`config.mk`:
```
export PLATFORM = sky130hd
export DESIGN_NAME = acc_alu_core
export DESIGN_NICKNAME = d
export VERILOG_FILES = /design/src/rtl/acc_alu_pkg.sv /design/src/rtl/acc_bin_adder.sv /design/src/rtl/acc_bcd_digit.sv /design/src/rtl/acc_bcd_adder.sv /design/src/rtl/acc_logic_unit.sv /design/src/rtl/acc_alu_core.sv
export SDC_FILE = /design/constraint.sdc
export NUM_CORES = 1
export LEC_CHECK = 0
export BUFFER_PORTS_ARGS = -buffer_cell sky130_fd_sc_hd__clkbuf_2
export CORE_ASPECT_RATIO = 1.1
export CORE_MARGIN = 2
export CORE_UTILIZATION = 55
export DETAILED_ROUTE_END_ITERATION = 12
export PLACE_DENSITY_LB_ADDON = 0.08
export SYNTH_ARGS = -nofsm -noshare
export SYNTH_HDL_FRONTEND = slang
export SYNTH_HIERARCHICAL = 1
export SYNTH_SLANG_ARGS = --single-unit
```
`constraint.sdc`:
```
create_clock -name clk -period 11.5 [get_ports clk]
set_clock_uncertainty 0.2 [all_clocks]
set_input_delay 1.15 -clock clk [delete_from_list [all_inputs] [get_ports clk]]
set_output_delay 1.15 -clock clk [all_outputs]
set_load 0.005 [all_outputs]
```
`src/rtl/acc_alu_pkg.sv`:
```
package acc_alu_pkg;

    localparam int STAT_W = 5;

    typedef enum logic [3:0] {
        OP_ADD  = 4'd0,
        OP_LINK = 4'd1,
        OP_INC  = 4'd2,
        OP_DADD = 4'd3,
        OP_AND  = 4'd4,
        OP_OR   = 4'd5,
        OP_XOR  = 4'd6,
        OP_CPL  = 4'd7,
        OP_CMP  = 4'd8,
        OP_DEC  = 4'd9,
        OP_SHR1 = 4'd10,
        OP_SHL1 = 4'd11,
        OP_SHR4 = 4'd12,
        OP_SHL4 = 4'd13,
        OP_LOAD = 4'd14,
        OP_RSVD = 4'd15
    } alu_op_e;

    // bit order follows the status word: ie, ovf, zero, carry, pos
    typedef struct packed {
        logic ie;
        logic ovf;
        logic zero;
        logic carry;
        logic pos;
    } stat_t;

    typedef enum logic [1:0] {
        FL_KEEP,
        FL_ARITH,
        FL_LOGIC,
        FL_SHR
    } flag_rule_e;

    typedef enum logic [2:0] {
        SRC_SUM,
        SRC_BCD,
        SRC_LU,
        SRC_OPND,
        SRC_ACC
    } res_src_e;

    typedef struct packed {
        flag_rule_e rule;
        res_src_e   src;
        logic       flag_from_sum;
    } op_ctl_t;

    function automatic op_ctl_t decode_op(alu_op_e op);
        op_ctl_t c;
        c.flag_from_sum = 1'b0;
        unique case (op)
            OP_ADD, OP_LINK, OP_INC, OP_DEC: begin
                c.rule = FL_ARITH; c.src = SRC_SUM;
            end
            OP_DADD: begin
                c.rule = FL_ARITH; c.src = SRC_BCD;
            end
            OP_CMP: begin
                c.rule = FL_ARITH; c.src = SRC_ACC; c.flag_from_sum = 1'b1;
            end
            OP_AND, OP_OR, OP_XOR, OP_CPL, OP_SHL1, OP_SHL4: begin
                c.rule = FL_LOGIC; c.src = SRC_LU;
            end
            OP_SHR1, OP_SHR4: begin
                c.rule = FL_SHR; c.src = SRC_LU;
            end
            OP_LOAD: begin
                c.rule = FL_KEEP; c.src = SRC_OPND;
            end
            default: begin
                c.rule = FL_KEEP; c.src = SRC_ACC;
            end
        endcase
        return c;
    endfunction

    function automatic stat_t merge_flags(flag_rule_e rule, stat_t prev,
                                          logic ovf, logic carry,
                                          logic zero, logic pos);
        stat_t s;
        s = prev;
        unique case (rule)
            FL_ARITH: begin
                s.ovf = ovf; s.carry = carry; s.zero = zero; s.pos = pos;
            end
            FL_LOGIC: begin
                s.ovf = 1'b0; s.carry = 1'b0; s.zero = zero; s.pos = pos;
            end
            FL_SHR: begin
                s.ovf = 1'b0; s.carry = 1'b0; s.zero = zero; s.pos = 1'b1;
            end
            default: s = prev;
        endcase
        s.ie = prev.ie;
        return s;
    endfunction

endpackage

```
`src/rtl/acc_bin_adder.sv`:
```
module acc_bin_adder #(
    parameter int W = 8
) (
    input  logic [W-1:0] x,
    input  logic [W-1:0] y,
    input  logic         cin,
    output logic [W-1:0] sum,
    output logic         cout,
    output logic         ovf
);
    logic [W-1:0] low;
    logic [W:0]   full;

    // carry into the top bit comes from the lower W-1 bits
    assign low  = {1'b0, x[W-2:0]} + {1'b0, y[W-2:0]} + {{(W-1){1'b0}}, cin};
    assign full = {1'b0, x} + {1'b0, y} + {{W{1'b0}}, cin};

    assign sum  = full[W-1:0];
    assign cout = full[W];
    assign ovf  = low[W-1] ^ full[W];
endmodule

```
`src/rtl/acc_bcd_digit.sv`:
```
module acc_bcd_digit (
    input  logic [3:0] a,
    input  logic [3:0] b,
    input  logic       ci,
    output logic [3:0] d,
    output logic       co
);
    logic [4:0] raw;

    assign raw = {1'b0, a} + {1'b0, b} + {4'b0, ci};
    assign co  = (raw > 5'd9);
    assign d   = co ? (raw[3:0] + 4'd6) : raw[3:0];
endmodule

```
`src/rtl/acc_bcd_adder.sv`:
```
module acc_bcd_adder #(
    parameter int W = 8
) (
    input  logic [W-1:0] a,
    input  logic [W-1:0] b,
    output logic [W-1:0] sum,
    output logic         cout
);
    localparam int NDIG = W / 4;

    logic [NDIG:0] chain;
    assign chain[0] = 1'b0;

    for (genvar g = 0; g < NDIG; g++) begin : g_digit
        acc_bcd_digit u_dig (
            .a  (a[4*g +: 4]),
            .b  (b[4*g +: 4]),
            .ci (chain[g]),
            .d  (sum[4*g +: 4]),
            .co (chain[g+1])
        );
    end

    assign cout = chain[NDIG];
endmodule

```
`src/rtl/acc_logic_unit.sv`:
```
module acc_logic_unit
    import acc_alu_pkg::*;
#(
    parameter int W        = 8,
    parameter int SH_SMALL = 1,
    parameter int SH_BIG   = 4
) (
    input  alu_op_e      op,
    input  logic [W-1:0] a,
    input  logic [W-1:0] b,
    output logic [W-1:0] res
);
    always_comb begin
        unique case (op)
            OP_AND:  res = a & b;
            OP_OR:   res = a | b;
            OP_XOR:  res = a ^ b;
            OP_CPL:  res = ~a;
            OP_SHR1: res = a >> SH_SMALL;
            OP_SHL1: res = a << SH_SMALL;
            OP_SHR4: res = a >> SH_BIG;
            OP_SHL4: res = a << SH_BIG;
            default: res = a;
        endcase
    end
endmodule

```
`src/rtl/acc_alu_core.sv`:
```
module acc_alu_core
    import acc_alu_pkg::*;
#(
    parameter int DATA_W = 8
) (
    input  logic              clk,
    input  logic              rst,
    input  logic              op_valid,
    input  logic [3:0]        op_sel,
    input  logic [DATA_W-1:0] acc_in,
    input  logic [DATA_W-1:0] opnd_in,
    input  logic [STAT_W-1:0] stat_in,
    output logic              res_valid,
    output logic [DATA_W-1:0] res_out,
    output logic [STAT_W-1:0] stat_out
);
    localparam logic [DATA_W-1:0] ALL_ONES = {DATA_W{1'b1}};

    alu_op_e op_e;
    op_ctl_t ctl;
    stat_t   st_prev;
    stat_t   st_next;

    assign op_e    = alu_op_e'(op_sel);
    assign ctl     = decode_op(op_e);
    assign st_prev = stat_t'(stat_in);

    logic [DATA_W-1:0] add_x, add_y, add_sum;
    logic              add_cin, add_cout, add_ovf;

    always_comb begin
        add_x   = acc_in;
        add_y   = opnd_in;
        add_cin = 1'b0;
        unique case (op_e)
            OP_LINK: begin add_y = '0; add_cin = st_prev.carry; end
            OP_INC:  begin add_y = '0; add_cin = 1'b1; end
            OP_CMP:  begin add_x = opnd_in; add_y = ~acc_in; add_cin = 1'b1; end
            OP_DEC:  begin add_x = opnd_in; add_y = ALL_ONES; end
            default: ;
        endcase
    end

    acc_bin_adder #(.W(DATA_W)) u_add (
        .x    (add_x),
        .y    (add_y),
        .cin  (add_cin),
        .sum  (add_sum),
        .cout (add_cout),
        .ovf  (add_ovf)
    );

    logic [DATA_W-1:0] bcd_sum;
    logic              bcd_cout;

    acc_bcd_adder #(.W(DATA_W)) u_bcd (
        .a    (acc_in),
        .b    (opnd_in),
        .sum  (bcd_sum),
        .cout (bcd_cout)
    );

    logic [DATA_W-1:0] lu_res;

    acc_logic_unit #(.W(DATA_W)) u_lu (
        .op  (op_e),
        .a   (acc_in),
        .b   (opnd_in),
        .res (lu_res)
    );

    logic [DATA_W-1:0] res_d;
    logic [DATA_W-1:0] flag_byte;
    logic              carry_d;

    always_comb begin
        unique case (ctl.src)
            SRC_SUM:  res_d = add_sum;
            SRC_BCD:  res_d = bcd_sum;
            SRC_LU:   res_d = lu_res;
            SRC_OPND: res_d = opnd_in;
            default:  res_d = acc_in;
        endcase
        flag_byte = ctl.flag_from_sum ? add_sum : res_d;
        carry_d   = (ctl.src == SRC_BCD) ? bcd_cout : add_cout;
        st_next   = merge_flags(ctl.rule, st_prev, add_ovf, carry_d,
                                (flag_byte == '0), ~flag_byte[DATA_W-1]);
    end

    always_ff @(posedge clk) begin
        if (rst) begin
            res_valid <= 1'b0;
            res_out   <= '0;
            stat_out  <= '0;
        end else begin
            res_valid <= op_valid;
            if (op_valid) begin
                res_out  <= res_d;
                stat_out <= st_next;
            end
        end
    end
endmodule

```
==> run metrics, run 1 <==
Post-CTS Resized 0; largest net degree at the start of global routing 71; Initial Utilization a little under three fifths; drt wl/cell approximately 18 um; ranking of synthesized cells by area ha_1, a21oi_1, dfxtp_1; Vias/cell between 6 and 7; Hold WC Path Type flop to flop; final core utilization 59.65%; VDD IR max between 0.00009 and 0.0001 V; Critical Path AT 6.04 ns; Synth area leader ha_1; Crit Path Class primary input to flop; die footprint around 6900 um2; startpoint types primary input; Post-route DRC 0; largest family of logic cells by synthesized area compound AO/OA/AOI/OAI gates; All-Layer GR Usage 29.76%; Post-synth EDFFs 0; crit-path max FO 11; final max-slew violation count 0; pre-CTS setup slack roughly 5.2 ns; f_max between 150 and 200 MHz; Leakage 1.545 nW; IO Pins 42; # diodes 0; Antenna Nets Post-Route 0; mux contribution to synthesized area about 6.1%; Post-synth top cells a21oi_1, ha_1, inv_1, nor2_1, o21ai_0; synth warn 6; Setup Buffers After CTS 0; power consumption 0.2870 mW; CTS tree built; Clock Latency Late Sink between 0.2 and 0.25 ns; worst-margin pin slew 0.9189 ns; unrepaired setup endpoints after global routing no; Post-synth ARST share 0%; syn_nets 526; syn avg cell area about 7.4 um2; H-tree depth 1; MaxCap Viol Count 0; Final HPWL DP 7.088 mm; Unique masters post-synth between 70 and 80; CP Launch Point acc_in[0]; pwr dens a little under 80 nW/um2; initial DRC count 324; Setup-failing EPs final 0; vias in the first global route roughly 3400; number of CTS-inserted buffers 3; CP required 11.45 ns; endpoint class of the critical path flop; R2R Setup Slk 10.28 ns; mapped cell area approximately 3400 um2; FP Rows 30; Worst Setup Slack, final around 5.4 ns; synthesized-area fraction occupied by and/or/nand/nor cells between 20 and 25%; first-pass detailed-route iteration total 5; gpl congestion approximately 0.91; Primary FF master, synth dfxtp_1; Setup TNS Final 0 ns; Compound-Gate Fraction of Synth Area between 30% and 40%; synthesized instance count about 460; total number of vias approximately 3700; die height between 80 and 90 um; GRT overflow 0; status finished clean; xor-xnor portion of the synthesized cell area under 10%; core region area between 6000 and 7000 um2; Detailed Route WL just over 10 mm; Fin. Hold Viols 0; register area share after synthesis under 10%; worst hold start res_out[7]$_SDFFE_PP0P_; Adder-Cell Fraction of Synth Area about 15%; number of hold buffers added after CTS 0; NumNets Final ~540; layout cells sized above 1 about 16%; IO Port Bufs 41; Clock Sinks 14; Rel. slew slack 37.16%; global-route wire length before repair around 17 mm; Reg clk slew, reported paths 0.05 ns; CTS Buffer Depth 2; top-count cell post-synth a21oi_1; clk root buf clkbuf_8; #FFs+latches synth 14; min Tclk post-route between 6 and 7 ns; Area Growth Syn to Fin 6.113%; Die X around 79 um; top-area cell type share of the netlist area between 10% and 20%; initial antenna violation count 0; Final period util between 50 and 60%; reg2reg start stat_out[2]$_SDFFE_PP0P_
-- layer usage --
metal  vias up  GRT usage, %  wire, um  share of wire [%]
met3        21         1.146       475                4.7
met2       142         51.16      4876                 48
met1      1729         39.34      4464                 44
li1       1781             -         -                  -
met5         -             0         0                  0
met4         0         11.76       299                3.0
-- flip-flops by register name (all words and copies together), names as in the netlist --
signal / count
res_out: 8
stat_out: 5
res_valid: 1
-- power breakdown --
part / switching (mW) / leakage, nW / internal, mW
combinational: 0.113 / 1.41 / 0.0807
sequential: 0.00207 / 0.115 / 0.0528
clock: 0.0150 / 0.0216 / 0.0231
-- area by class of cell --
cell class	count	area (um2)
fillers	606	2454
inverters	32	122.6
clock buffers	3	41.29
multi-input cells	381	2840
flip-flops and latches	14	280.3
well taps	80	100.1
repair buffers	46	242.7
-- final timing paths --
check	to	cells past startpoint
max	stat_out[2]$_SDFFE_PP0P_	19
min	res_out[7]$_SDFFE_PP0P_	2
max reg2reg	stat_out[2]$_SDFFE_PP0P_	4
min reg2reg	res_out[7]$_SDFFE_PP0P_	2
-- worst max-delay path, stage by stage --
cell and delay, ns:
clkbuf_2 0.21, fa_1 0.51, fa_1 0.42, xnor2_1 0.28, ha_1 0.24, a31o_1 0.17, o31ai_4 0.11, fa_1 0.43
fa_1 0.41, xnor2_1 0.18, ha_1 0.25, a31o_1 0.23, o31ai_4 0.32, mux2i_1 0.12, nand4b_1 0.10, a21oi_1 0.08
o22a_1 0.24, or3_1 0.37, o32ai_1 0.22
-- metrics by stage --
stage / hold WS (ns) / instances / area (um2)
floorplan: 0.2465 / 461 / 3418
global placement: 0.2579 / 553 / 3586
detailed placement: 0.2665 / 553 / 3586
CTS: 0.2830 / 556 / 3627
global route: 0.2950 / 556 / 3627
finish: 0.2797 / 556 / 3627
-- logic make-up (layout without fill, tap and decap cells) --
family | after synthesis | count (layout)
AO/OA/AOI/OAI | 189 | 189
buffers and inverters | 66 | 81
other | 1 | 1
AND/OR/NAND/NOR | 124 | 124
flip-flops | 14 | 14
XOR/XNOR | 10 | 10
adder cells (fa/ha/maj) | 37 | 37
multiplexers | 20 | 20
-- placed cells by master, fill, tap and decap left out, types with 4 or more instances in the layout --
| cell | Yosys | final |
|---|---|---|
| o211ai_1 | 4 | 4 |
| a211o_1 | 9 | 9 |
| mux2i_1 | 12 | 12 |
| dfxtp_1 | 14 | 14 |
| nand3b_1 | 4 | 4 |
| o22ai_1 | 7 | 7 |
| o221ai_1 | 10 | 10 |
| a21o_1 | 4 | 4 |
| a211oi_1 | 4 | 4 |
| a31oi_1 | 7 | 7 |
| ha_1 | 31 | 31 |
| fa_1 | 6 | 6 |
| a2111oi_0 | 11 | 11 |
| xnor2_1 | 9 | 9 |
| nor3_1 | 6 | 6 |
| o21ai_1 | 4 | 4 |
| nand4b_1 | 7 | 7 |
| nand2b_1 | 10 | 10 |
| and3_1 | 4 | 4 |
| o21ai_0 | 21 | 21 |
| nor2b_1 | 18 | 18 |
| mux2_2 | 8 | 8 |
| nor2_1 | 27 | 27 |
| and2_1 | 5 | 5 |
| o21a_1 | 4 | 4 |
| o22a_1 | 9 | 9 |
| nand3_1 | 10 | 10 |
| nand2_1 | 18 | 18 |
| a21oi_1 | 63 | 63 |
| clkbuf_2 | 1 | 41 |
| buf_4 | 1 | 5 |
| inv_1 | 30 | 30 |
Power figures use the tool's default switching activity.
==> run 2, diff against run 1 <==
- clock period: 11.5 -> 5.2 ns (I/O delays scaled with it)
==> run 2 against run 1 <==
Net effect: utilization up 3.4 points; critical path type unchanged; setup slack got worse by 5.2 ns; wire length increased by 5.7%; critical path depth unchanged; first-iteration DRC count is 24% higher; cell area grew 5.7%; sequential power rose by 120%; worst hold slack gained 0.0013 ns; total power grew 150%; global-route usage increased by 1.2 points; sequential cell count unchanged; via count rose by 3.4%.
==> run metrics, run 2 (synthesized netlist as in run 1, its figures left out) <==
Crit Path Class primary input to flop; layout cells sized above 1 20.64%; most frequent cells in the layout a21oi_1, clkbuf_2, ha_1; final max-slew violation count 0; Die X about 79 um; H-tree depth 1; largest net degree at the start of global routing between 60 and 70; # diodes 0; Setup-failing EPs final 0; Antenna Nets Post-Route 0; number of CTS-inserted buffers 3; most common cell after layout, fill and taps aside a21oi_1; initial antenna violation count 0; CP required slightly above 5 ns; reg2reg end stat_out[2]$_SDFFE_PP0P_; Initial Utilization a little under three fifths; crit-path max FO 3; unrepaired setup endpoints after global routing no; max FFs per register 8; Final HPWL DP a little under 8 mm; IO Pins 42; NumNets Final 565; worst hold start res_out[7]$_SDFFE_PP0P_; Clock Latency Late Sink ~0.24 ns; CTS tree built; die height between 80 and 90 um; global-route wire length before repair 17.19 mm; Final period util a little over nine tenths; Hold WC Path Type flop to flop; worst reg-to-reg path cell count 4; Crit path depth 19; drt wl/cell approximately 18 um; Rel. slew slack 55.17%; R2R Setup Slk between 3 and 4 ns; Clock Sinks 14; vias in the first global route 3424; MaxCap Viol Count 0; pwr dens between 150 and 200 nW/um2; power consumption between 0.7 and 0.8 mW; worst path cell trace clkbuf_2 -> fa_2 -> fa_2 -> xnor2_2 -> ha_1 -> a31o_1 -> o31ai_4 -> fa_2 -> fa_1 -> xnor2_1 -> ha_1 -> a31o_1 -> o31ai_4 -> mux2i_1 -> nand4b_1 -> a21oi_1 -> o22a_1 -> or3_1 -> o32ai_2; die footprint roughly 7000 um2; min Tclk post-route 4.973 ns; core region area a little over 6000 um2; Leakage 1.666 nW; clk root buf clkbuf_8; biggest regs res_out x8, stat_out x5, res_valid x1; Area Growth Syn to Fin 12.19%; total number of vias roughly 3800; Reg clk slew, reported paths roughly 0.06 ns; endpoint class of the critical path flop; gpl congestion around 0.9; Critical Path AT around 4.9 ns; VDD IR max ~0.00026 V; Vias/cell ~6.6; final core utilization a little over three fifths; Detailed Route WL ~11 mm; IO Port Bufs between 40 and 50; CP peak stage delay around 0.43 ns; CP Launch Point acc_in[0]; initial DRC count about 400; Buf/Inv on CP 1; status finished clean; slowest CP cell fa_2; delay-heaviest family, CP adder cells; FP Rows 30; reg2reg start stat_out[2]$_SDFFE_PP0P_; Hold Path Cell Cnt 2; crit-path most repeated cell fa_2; CTS Buffer Depth 2; GRT overflow 0; startpoint types primary input; Post-route DRC 0; worst-margin pin slew between 0.6 and 0.7 ns; Hold EP res_out[7]$_SDFFE_PP0P_; largest register by flop count res_out; f_max ~200 MHz; All-Layer GR Usage 30.91%; first-pass detailed-route iteration total 5; Fin. Hold Viols 0; Setup Buffers After CTS 0
run 2: tightest hold or removal path, stage by stage (launching register included):
cell      delay (ns)
dfxtp_1         0.31
nand2b_1        0.06
a21oi_1         0.05
run 2: worst max path at each step:
| stage | to | slack (ns) |
|---|---|---|
| finish | stat_out[2]$_SDFFE_PP0P_ | 0.23 |
| global route | stat_out[2]$_SDFFE_PP0P_ | 0.01 |
| global placement | stat_out[2]$_SDFFE_PP0P_ | -0.05 |
| detailed placement | stat_out[2]$_SDFFE_PP0P_ | -0.28 |
| floorplan | stat_out[2]$_SDFFE_PP0P_ | 0.14 |
| CTS | stat_out[2]$_SDFFE_PP0P_ | 0.02 |
run 2: power by group:
part | switching [mW] | leakage, nW | total, mW | internal [mW]
Combinational | 0.269 | 1.52 | 0.478 | 0.209
Sequential | 0.00475 | 0.115 | 0.121 | 0.117
Clock | 0.0390 | 0.0288 | 0.106 | 0.0670
run 2: repair_timing:
action,in CTS,in global routing
resized for setup,2,5
pin swaps,0,1
hold buffers,0,0
endpoints found under the setup margin,1,3
run 2: layout make-up:
| class | count | area, um2 |
|---|---|---|
| Multi-Input combinational cell | 381 | 2869 |
| Fill cell | 601 | 2246 |
| Timing Repair Buffer | 68 | 407.9 |
| Sequential cell | 14 | 280.3 |
| Inverter | 32 | 122.6 |
| Tap cell | 80 | 100.1 |
| Clock buffer | 4 | 55.05 |
run 2: through the flow:
stage	worst slack, ns	std cells	cell area (um2)	hold WS, ns	TNS [ns]
final	0.2266	579	3835	0.2811	0
after global placement	-0.05280	575	3751	0.2462	-0.05280
after CTS	0.01822	579	3816	0.2729	0
after detailed placement	-0.2795	575	3751	0.2513	-0.3975
after floorplan	0.1353	461	3418	0.2465	0
after global routing	0.01318	579	3835	0.2885	0
run 2: layer usage:
metal  GRT usage, %  vias to the layer above  wire (um)
li1               -                     1821          -
met1          40.08                     1777       4495
met2          52.39                      157       5143
met3          2.083                       42        533
met4          14.26                        0        524
met5              0                        -          0
